File: src/rtl/rxc_pkg.sv
package rxc_pkg;
  localparam int WIN_WORDS = 6;
  localparam int OFS_TUNE  = 0;
  localparam int OFS_SCALE = 1;
  localparam int OFS_DECIM = 2;
  localparam int OFS_TIME  = 3;
  localparam int OFS_QTY   = 4;
  localparam int OFS_OVCLR = 5;
  localparam int N_STORE   = 4;

  typedef struct packed {
    logic [22:0] lines;
    logic [8:0]  per_frame;
  } qty_t;

  typedef struct packed {
    logic [31:0] stamp;
    qty_t        qty;
  } rx_cmd_t;

  function automatic int store_offset(input int idx);
    case (idx)
      0:       return OFS_TUNE;
      1:       return OFS_SCALE;
      2:       return OFS_DECIM;
      default: return OFS_QTY;
    endcase
  endfunction
endpackage

File: src/rtl/rxc_wr_decode.sv
module rxc_wr_decode #(
  parameter int ADDR_W = 8,
  parameter int BASE   = 160,
  parameter int NWORDS = 6
) (
  input  logic              clk,
  input  logic              rst,
  input  logic              wr_en,
  input  logic [ADDR_W-1:0] wr_addr,
  output logic [NWORDS-1:0] sel
);
  for (genvar g = 0; g < NWORDS; g++) begin : g_sel
    localparam logic [ADDR_W-1:0] HIT = ADDR_W'(BASE + g);
    assign sel[g] = wr_en && (wr_addr == HIT);
  end

  p_sel_needs_strobe_r10: assert property (@(posedge clk) disable iff (rst)
    (|sel) |-> wr_en);
  p_sel_single_r10: assert property (@(posedge clk) disable iff (rst)
    $onehot0(sel));
endmodule

File: src/rtl/rxc_field_reg.sv
module rxc_field_reg #(
  parameter int W = 32
) (
  input  logic         clk,
  input  logic         rst,
  input  logic         ld,
  input  logic [W-1:0] d,
  output logic [W-1:0] q
);
  always_ff @(posedge clk) begin
    if (rst)     q <= '0;
    else if (ld) q <= d;
  end

  p_hold_without_load_r10: assert property (@(posedge clk) disable iff (rst)
    !ld |=> $stable(q));
endmodule

File: src/rtl/rxc_sticky.sv
module rxc_sticky (
  input  logic clk,
  input  logic rst,
  input  logic set,
  input  logic clr,
  output logic flag
);
  always_ff @(posedge clk) begin
    if (rst)      flag <= 1'b0;
    else if (set) flag <= 1'b1;
    else if (clr) flag <= 1'b0;
  end

  p_set_wins_r9: assert property (@(posedge clk) disable iff (rst)
    set |=> flag);
  p_hold_r9: assert property (@(posedge clk) disable iff (rst)
    (flag && !clr) |=> flag);
  p_clear_r9: assert property (@(posedge clk) disable iff (rst)
    (clr && !set) |=> !flag);
endmodule

File: src/rtl/rxc_cmd_fifo.sv
module rxc_cmd_fifo #(
  parameter int W     = 64,
  parameter int DEPTH = 4
) (
  input  logic         clk,
  input  logic         rst,
  input  logic         push,
  input  logic [W-1:0] push_data,
  input  logic         pop_req,
  output logic [W-1:0] head,
  output logic         valid,
  output logic         empty,
  output logic         full,
  output logic         dropped
);
  localparam int AW = (DEPTH > 1) ? $clog2(DEPTH) : 1;
  localparam int CW = $clog2(DEPTH + 1);
  localparam logic [CW-1:0] CNT_MAX = CW'(DEPTH);
  localparam logic [AW-1:0] PTR_LAST = AW'(DEPTH - 1);

  logic [W-1:0]  mem [DEPTH];
  logic [AW-1:0] wp, rp;
  logic [CW-1:0] cnt;
  logic          pop_fire, push_fire;

  assign empty     = (cnt == '0);
  assign full      = (cnt == CNT_MAX);
  assign valid     = !empty;
  assign head      = mem[rp];
  assign pop_fire  = pop_req && !empty;
  assign push_fire = push && (!full || pop_fire);
  assign dropped   = push && !push_fire;

  always_ff @(posedge clk) begin
    if (push_fire) mem[wp] <= push_data;
  end

  always_ff @(posedge clk) begin
    if (rst) begin
      wp  <= '0;
      rp  <= '0;
      cnt <= '0;
    end else begin
      if (push_fire) wp <= (wp == PTR_LAST) ? '0 : wp + 1'b1;
      if (pop_fire)  rp <= (rp == PTR_LAST) ? '0 : rp + 1'b1;
      case ({push_fire, pop_fire})
        2'b10:   cnt <= cnt + 1'b1;
        2'b01:   cnt <= cnt - 1'b1;
        default: cnt <= cnt;
      endcase
    end
  end

  p_cnt_bound_r7: assert property (@(posedge clk) disable iff (rst)
    cnt <= CNT_MAX);
  p_empty_pop_ignored_r7: assert property (@(posedge clk) disable iff (rst)
    (empty && !push) |=> empty);
  p_head_stable_r7: assert property (@(posedge clk) disable iff (rst)
    (valid && !pop_req) |=> (valid && $stable(head)));
  p_full_drop_r8: assert property (@(posedge clk) disable iff (rst)
    (full && push && !pop_req) |=> (full && $stable(head)));
  p_full_swap_r8: assert property (@(posedge clk) disable iff (rst)
    (full && push && pop_req) |=> full);
endmodule

File: src/rtl/rx_ctrl_bank.sv
module rx_ctrl_bank #(
  parameter int ADDR_W     = 8,
  parameter int DATA_W     = 32,
  parameter int BASE       = 160,
  parameter int FIFO_DEPTH = 4
) (
  input  logic                clk,
  input  logic                rst,
  input  logic                wr_en,
  input  logic [ADDR_W-1:0]   wr_addr,
  input  logic [DATA_W-1:0]   wr_data,
  input  logic                ovr_pulse,
  input  logic                cmd_ready,
  output logic [DATA_W-1:0]   tune_word,
  output logic [DATA_W/2-1:0] scale_i,
  output logic [DATA_W/2-1:0] scale_q,
  output logic [DATA_W-1:0]   decim_m1,
  output logic [2*DATA_W-1:0] cmd_data,
  output logic                cmd_valid,
  output logic                cmd_empty,
  output logic                cmd_full,
  output logic                cmd_overflow,
  output logic                ovr_flag
);
  import rxc_pkg::*;

  localparam int HALF = DATA_W / 2;
  localparam int CMDW = 2 * DATA_W;

  logic [WIN_WORDS-1:0] sel;
  logic [DATA_W-1:0]    store_q [N_STORE];
  logic [DATA_W-1:0]    qty_staged;
  logic [CMDW-1:0]      push_word;
  logic                 drop_evt;

  rxc_wr_decode #(.ADDR_W(ADDR_W), .BASE(BASE), .NWORDS(WIN_WORDS)) u_dec (
    .clk(clk), .rst(rst), .wr_en(wr_en), .wr_addr(wr_addr), .sel(sel)
  );

  for (genvar g = 0; g < N_STORE; g++) begin : g_store
    localparam int OFS = store_offset(g);
    rxc_field_reg #(.W(DATA_W)) u_reg (
      .clk(clk), .rst(rst), .ld(sel[OFS]), .d(wr_data), .q(store_q[g])
    );
  end

  assign tune_word  = store_q[0];
  assign scale_i    = store_q[1][DATA_W-1:HALF];
  assign scale_q    = store_q[1][HALF-1:0];
  assign decim_m1   = store_q[2];
  assign qty_staged = store_q[3];
  assign push_word  = {wr_data, qty_staged};

  rxc_cmd_fifo #(.W(CMDW), .DEPTH(FIFO_DEPTH)) u_fifo (
    .clk(clk), .rst(rst), .push(sel[OFS_TIME]), .push_data(push_word),
    .pop_req(cmd_ready), .head(cmd_data), .valid(cmd_valid),
    .empty(cmd_empty), .full(cmd_full), .dropped(drop_evt)
  );

  rxc_sticky u_ovf (
    .clk(clk), .rst(rst), .set(drop_evt), .clr(1'b0), .flag(cmd_overflow)
  );

  rxc_sticky u_ovr (
    .clk(clk), .rst(rst), .set(ovr_pulse), .clr(sel[OFS_OVCLR]), .flag(ovr_flag)
  );

  p_tune_load_r2: assert property (@(posedge clk) disable iff (rst)
    (wr_en && wr_addr == ADDR_W'(BASE + OFS_TUNE)) |=> tune_word == $past(wr_data));
  p_scale_load_r3: assert property (@(posedge clk) disable iff (rst)
    (wr_en && wr_addr == ADDR_W'(BASE + OFS_SCALE)) |=> {scale_i, scale_q} == $past(wr_data));
  p_qty_no_push_r5: assert property (@(posedge clk) disable iff (rst)
    (cmd_empty && wr_en && wr_addr == ADDR_W'(BASE + OFS_QTY)) |=> cmd_empty);
  p_push_empty_head_r6: assert property (@(posedge clk) disable iff (rst)
    (cmd_empty && wr_en && wr_addr == ADDR_W'(BASE + OFS_TIME))
      |=> (cmd_valid && cmd_data == {$past(wr_data), $past(qty_staged)}));
  p_overflow_sticky_r8: assert property (@(posedge clk) disable iff (rst)
    cmd_overflow |=> cmd_overflow);
  p_flags_exclusive_r7: assert property (@(posedge clk) disable iff (rst)
    !(cmd_full && cmd_empty));
endmodule

File: config.mk
export PLATFORM = sky130hd
export DESIGN_NAME = rx_ctrl_bank
export DESIGN_NICKNAME = d
export VERILOG_FILES = /design/src/rtl/rxc_pkg.sv /design/src/rtl/rxc_wr_decode.sv /design/src/rtl/rxc_field_reg.sv /design/src/rtl/rxc_sticky.sv /design/src/rtl/rxc_cmd_fifo.sv /design/src/rtl/rx_ctrl_bank.sv
export SDC_FILE = /design/constraint.sdc
export NUM_CORES = 1
export LEC_CHECK = 0
export ABC_AREA = 1
export CAP_MARGIN = 25
export CORE_AREA = 2 2 172 174
export CTS_CLUSTER_DIAMETER = 40
export DETAILED_ROUTE_END_ITERATION = 6
export DIE_AREA = 0 0 174 176
export GPL_ROUTABILITY_DRIVEN = 0
export PLACE_DENSITY = 0.76
export RECOVER_POWER = 50
export SLEW_MARGIN = 10
export SYNTH_ARGS = -nofsm -noshare
export SYNTH_HDL_FRONTEND = slang
export SYNTH_HIERARCHICAL = 1
export SYNTH_SLANG_ARGS = --single-unit
export TNS_END_PERCENT = 100
File: constraint.sdc
create_clock -name clk -period 6.1 [get_ports clk]
set_input_delay 1.22 -clock clk [delete_from_list [all_inputs] [get_ports clk]]
set_output_delay 1.22 -clock clk [all_outputs]
set_load 0.005 [all_outputs]
==> impl_metrics.ini <==
[run]
cap_violations = 4

[grt]
grt_pass1_wl_microns = 57360
antenna_found_initial = 0
groute.usage.overall_pct = 23.84
overflow = 0
grt_pass1_vias = 10610
grt_max_degree = 92

[route]
drt-vias-per-instance = 5.138
drtAntennaViolNets = 0
routedWlPerCell_microns = 17.10
firstDrtPassIters = 7
drt-total-wl_microns = 36800
vias = 11060
drc = 0
drtIter0Drc = 956

[sta]
setup_violations = 0
hold_violations = 0
skew_ns = 0.02507
relSlewSlack_pct = -92.68
slew_viol_final = 260
final.setup.tns_ns = 0
finalCritPeriodShare_pct = 72.41
tightest_slew_ns = 2.890
period_needed_ns = 4.417
rsz0062_at_grt = false
fin_ws_ns = 1.683
max_freq_ghz = 0.2264

[clocking]
cts_tree = built
root_buffer = clkbuf_16
clockBufferDepth = 3
htreeDepth = 2
cts_sinks = 395
numCtsBuffers = 45
cts_hold_buf = 0
clk_latency_ns = 0.54
post-cts-setup-buffers = 0
ctsResizeCount = 0
clkTransAtPathRegs_ns = 0.06

[logic_synthesis]
synthArstFlopShare_pct = 0
avgSynthCellArea_sq_um = 10.15
synth_edf_count = 256
syn-cell-area_sq_um = 15590
ys_types = 28
yosysMostFrequentCell = nor2_1
ys_top_cells_by_count = nor2_1 (400), nand2_1 (268), edfxtp_1 (256)
ys_warn_count = 6
postSynthCellCount = 1536
ys_seq_area_share_pct = 67.16
synth_area_leaders = edfxtp_1 (49%), dfxtp_1 (18%), nor2_1 (9.6%)
synth_top_cell_by_area = edfxtp_1
synth-seq-cells = 395
synth_top_area_share_pct = 49.31
synth_fp_nets = 1587
yosys_most_used_dff = edfxtp_1

[setup_path]
slowest_delay_ns = 2.07
path_class = primary input to flip-flop
rrSetupSlack_ns = 3.48
critical_path_required_ns = 6.51
path_cells = dlygate4sd3_1 > nor2_1 > nand2_1 > nor3_1 > clkbuf_1 > nand2_1 > nand2_1 > nor2_1
critPathSlowestCell = clkbuf_1
endpoint_kind = flip-flop
crit_arrival_ns = 4.83
crit_top_cell = nand2_1
crit_fanout = 64
cp-start-kind = primary input

[layout]
final_layout_size_suffix_gt1_share_pct = 6.957
areaGrowthSynthToFinish_pct = 24.06
seq_area_sq_um = 10480
n_antenna_cell = 0
fill_cells = 2149
multi_input_area_sq_um = 3884
post-route-util_pct = 67.75
postLayoutCellArea_sq_um = 19340
nets = 1782

[pwr]
netSwitchingPower_mw = 2.056
power.leakage_nw = 7.515
p_seq_share_pct = 39.9
pwr_density_cell_nw_per_um2 = 377.5
ir_drop_uv = 209.0
p_clk_share_pct = 37.2
swShare_pct = 28.16
pwr-share-comb_pct = 22.9
p_int_mw = 5.246

[floorplanning]
core-area_sq_um = 28550
initial_core_util_pct = 54.61
dieHeight_microns = 176
die_w_microns = 174
dieArea_sq_um = 30620
io-pin-count = 210
row_count = 62

[place]
dp_hpwl_microns = 22730
placedInstanceArea_sq_um = 17780
portBuffers = 209
dp_slack_ns = 1.912

[run_status]
outcome = finished with violations
failed_checks = max-capacitance violations, max-slew violations

[min_path]
worst_hold_path_type = flip-flop to flip-flop
-- final cells by class --
| type | instances | share of cell area [%] |
|---|---|---|
| Timing Repair Buffer | 229 | 12.10 |
| Clock buffer | 61 | 6.896 |
| Inverter | 161 | 3.138 |
| Clock inverter | 23 | 1.145 |
| Sequential cell | 395 | 54.16 |
| Tap cell | 384 | 2.484 |
| Multi-Input combinational cell | 899 | 20.08 |
-- kinds of logic (layout without fill, tap and decap cells) --
group	Yosys count	count (layout)	share of synthesized area (%)
AO/OA/AOI/OAI	203	203	7.111
adder cells (fa/ha/maj)	6	6	0.5297
buffers and inverters	242	474	8.074
flip-flops	395	395	67.16
other	1	1	0.02405
AND/OR/NAND/NOR	689	689	17.10
-- metrics by stage --
stage	std cells	power, mW	hold slack, ns
6_report	2152	7.302	0.4657
5_1_grt	2152	7.589	0.4843
4_1_cts	2150	7.353	0.4684
3_5_place_dp	2066	4.649	0.4626
3_3_place_gp	2062	4.595	0.4554
2_1_floorplan	1536	3.845	0.4579
-- sequential cells by signal (all words and copies together) (netlist names), named ones only --
register and count:
u_fifo/rp 2, g_store.u_reg/q 128, u_ovr/flag 1, u_fifo/wp 2, u_ovf/flag 1, u_fifo/cnt 3, u_fifo/mem 256
-- cell usage in the layout, fill, tap and decap left out, drive strengths merged, types with 2 or more instances in the layout --
cell and n:
a21oi 6, buf 16, bufinv 2, clkbuf 65, clkdlybuf4s50 127, clkinv 11
clkinvlp 5, dfxtp 139, dlygate4sd3 82, edfxtp 256, ha 5, inv 166
nand2 278, nand3 4, nand4 2, nor2 403, nor3 2, o21ai 132
o22ai 64
-- routing by layer --
metal  GRT usage (%)  part of all wire [%]  vias up
li1                -                     -     5379
met1           31.61                    43     5204
met2           38.71                    46      406
met3           5.965                   8.0       69
met4           8.088                   2.8        0
met5               0                     0        -
-- worst max-delay path, delay by kind of cell --
kind                   cells  cell delay (ns)
and+or+nand+nor            6             0.95
buffers and inverters      2             2.62
-- power groups by stage --
stage / registers [mW] / logic [mW] / clock network (mW)
floorplan: 2.93 / 0.917 / 0
global placement: 2.97 / 1.63 / 0
detailed placement: 2.97 / 1.68 / 0
CTS: 2.92 / 1.69 / 2.75
global route: 2.92 / 1.82 / 2.85
finish: 2.92 / 1.67 / 2.71
-- final timing paths --
check / startpoint / to / cells after the start
setup / recovery: wr_addr[6] / g_store[3].u_reg/q[17] / 8
hold / removal: u_ovr/flag / u_ovr/flag / 2
setup reg to reg: u_fifo/cnt[1] / u_fifo/mem[3][9] / 7
hold reg to reg: u_ovr/flag / u_ovr/flag / 2
Note: power is estimated with default switching activity, not from simulation.
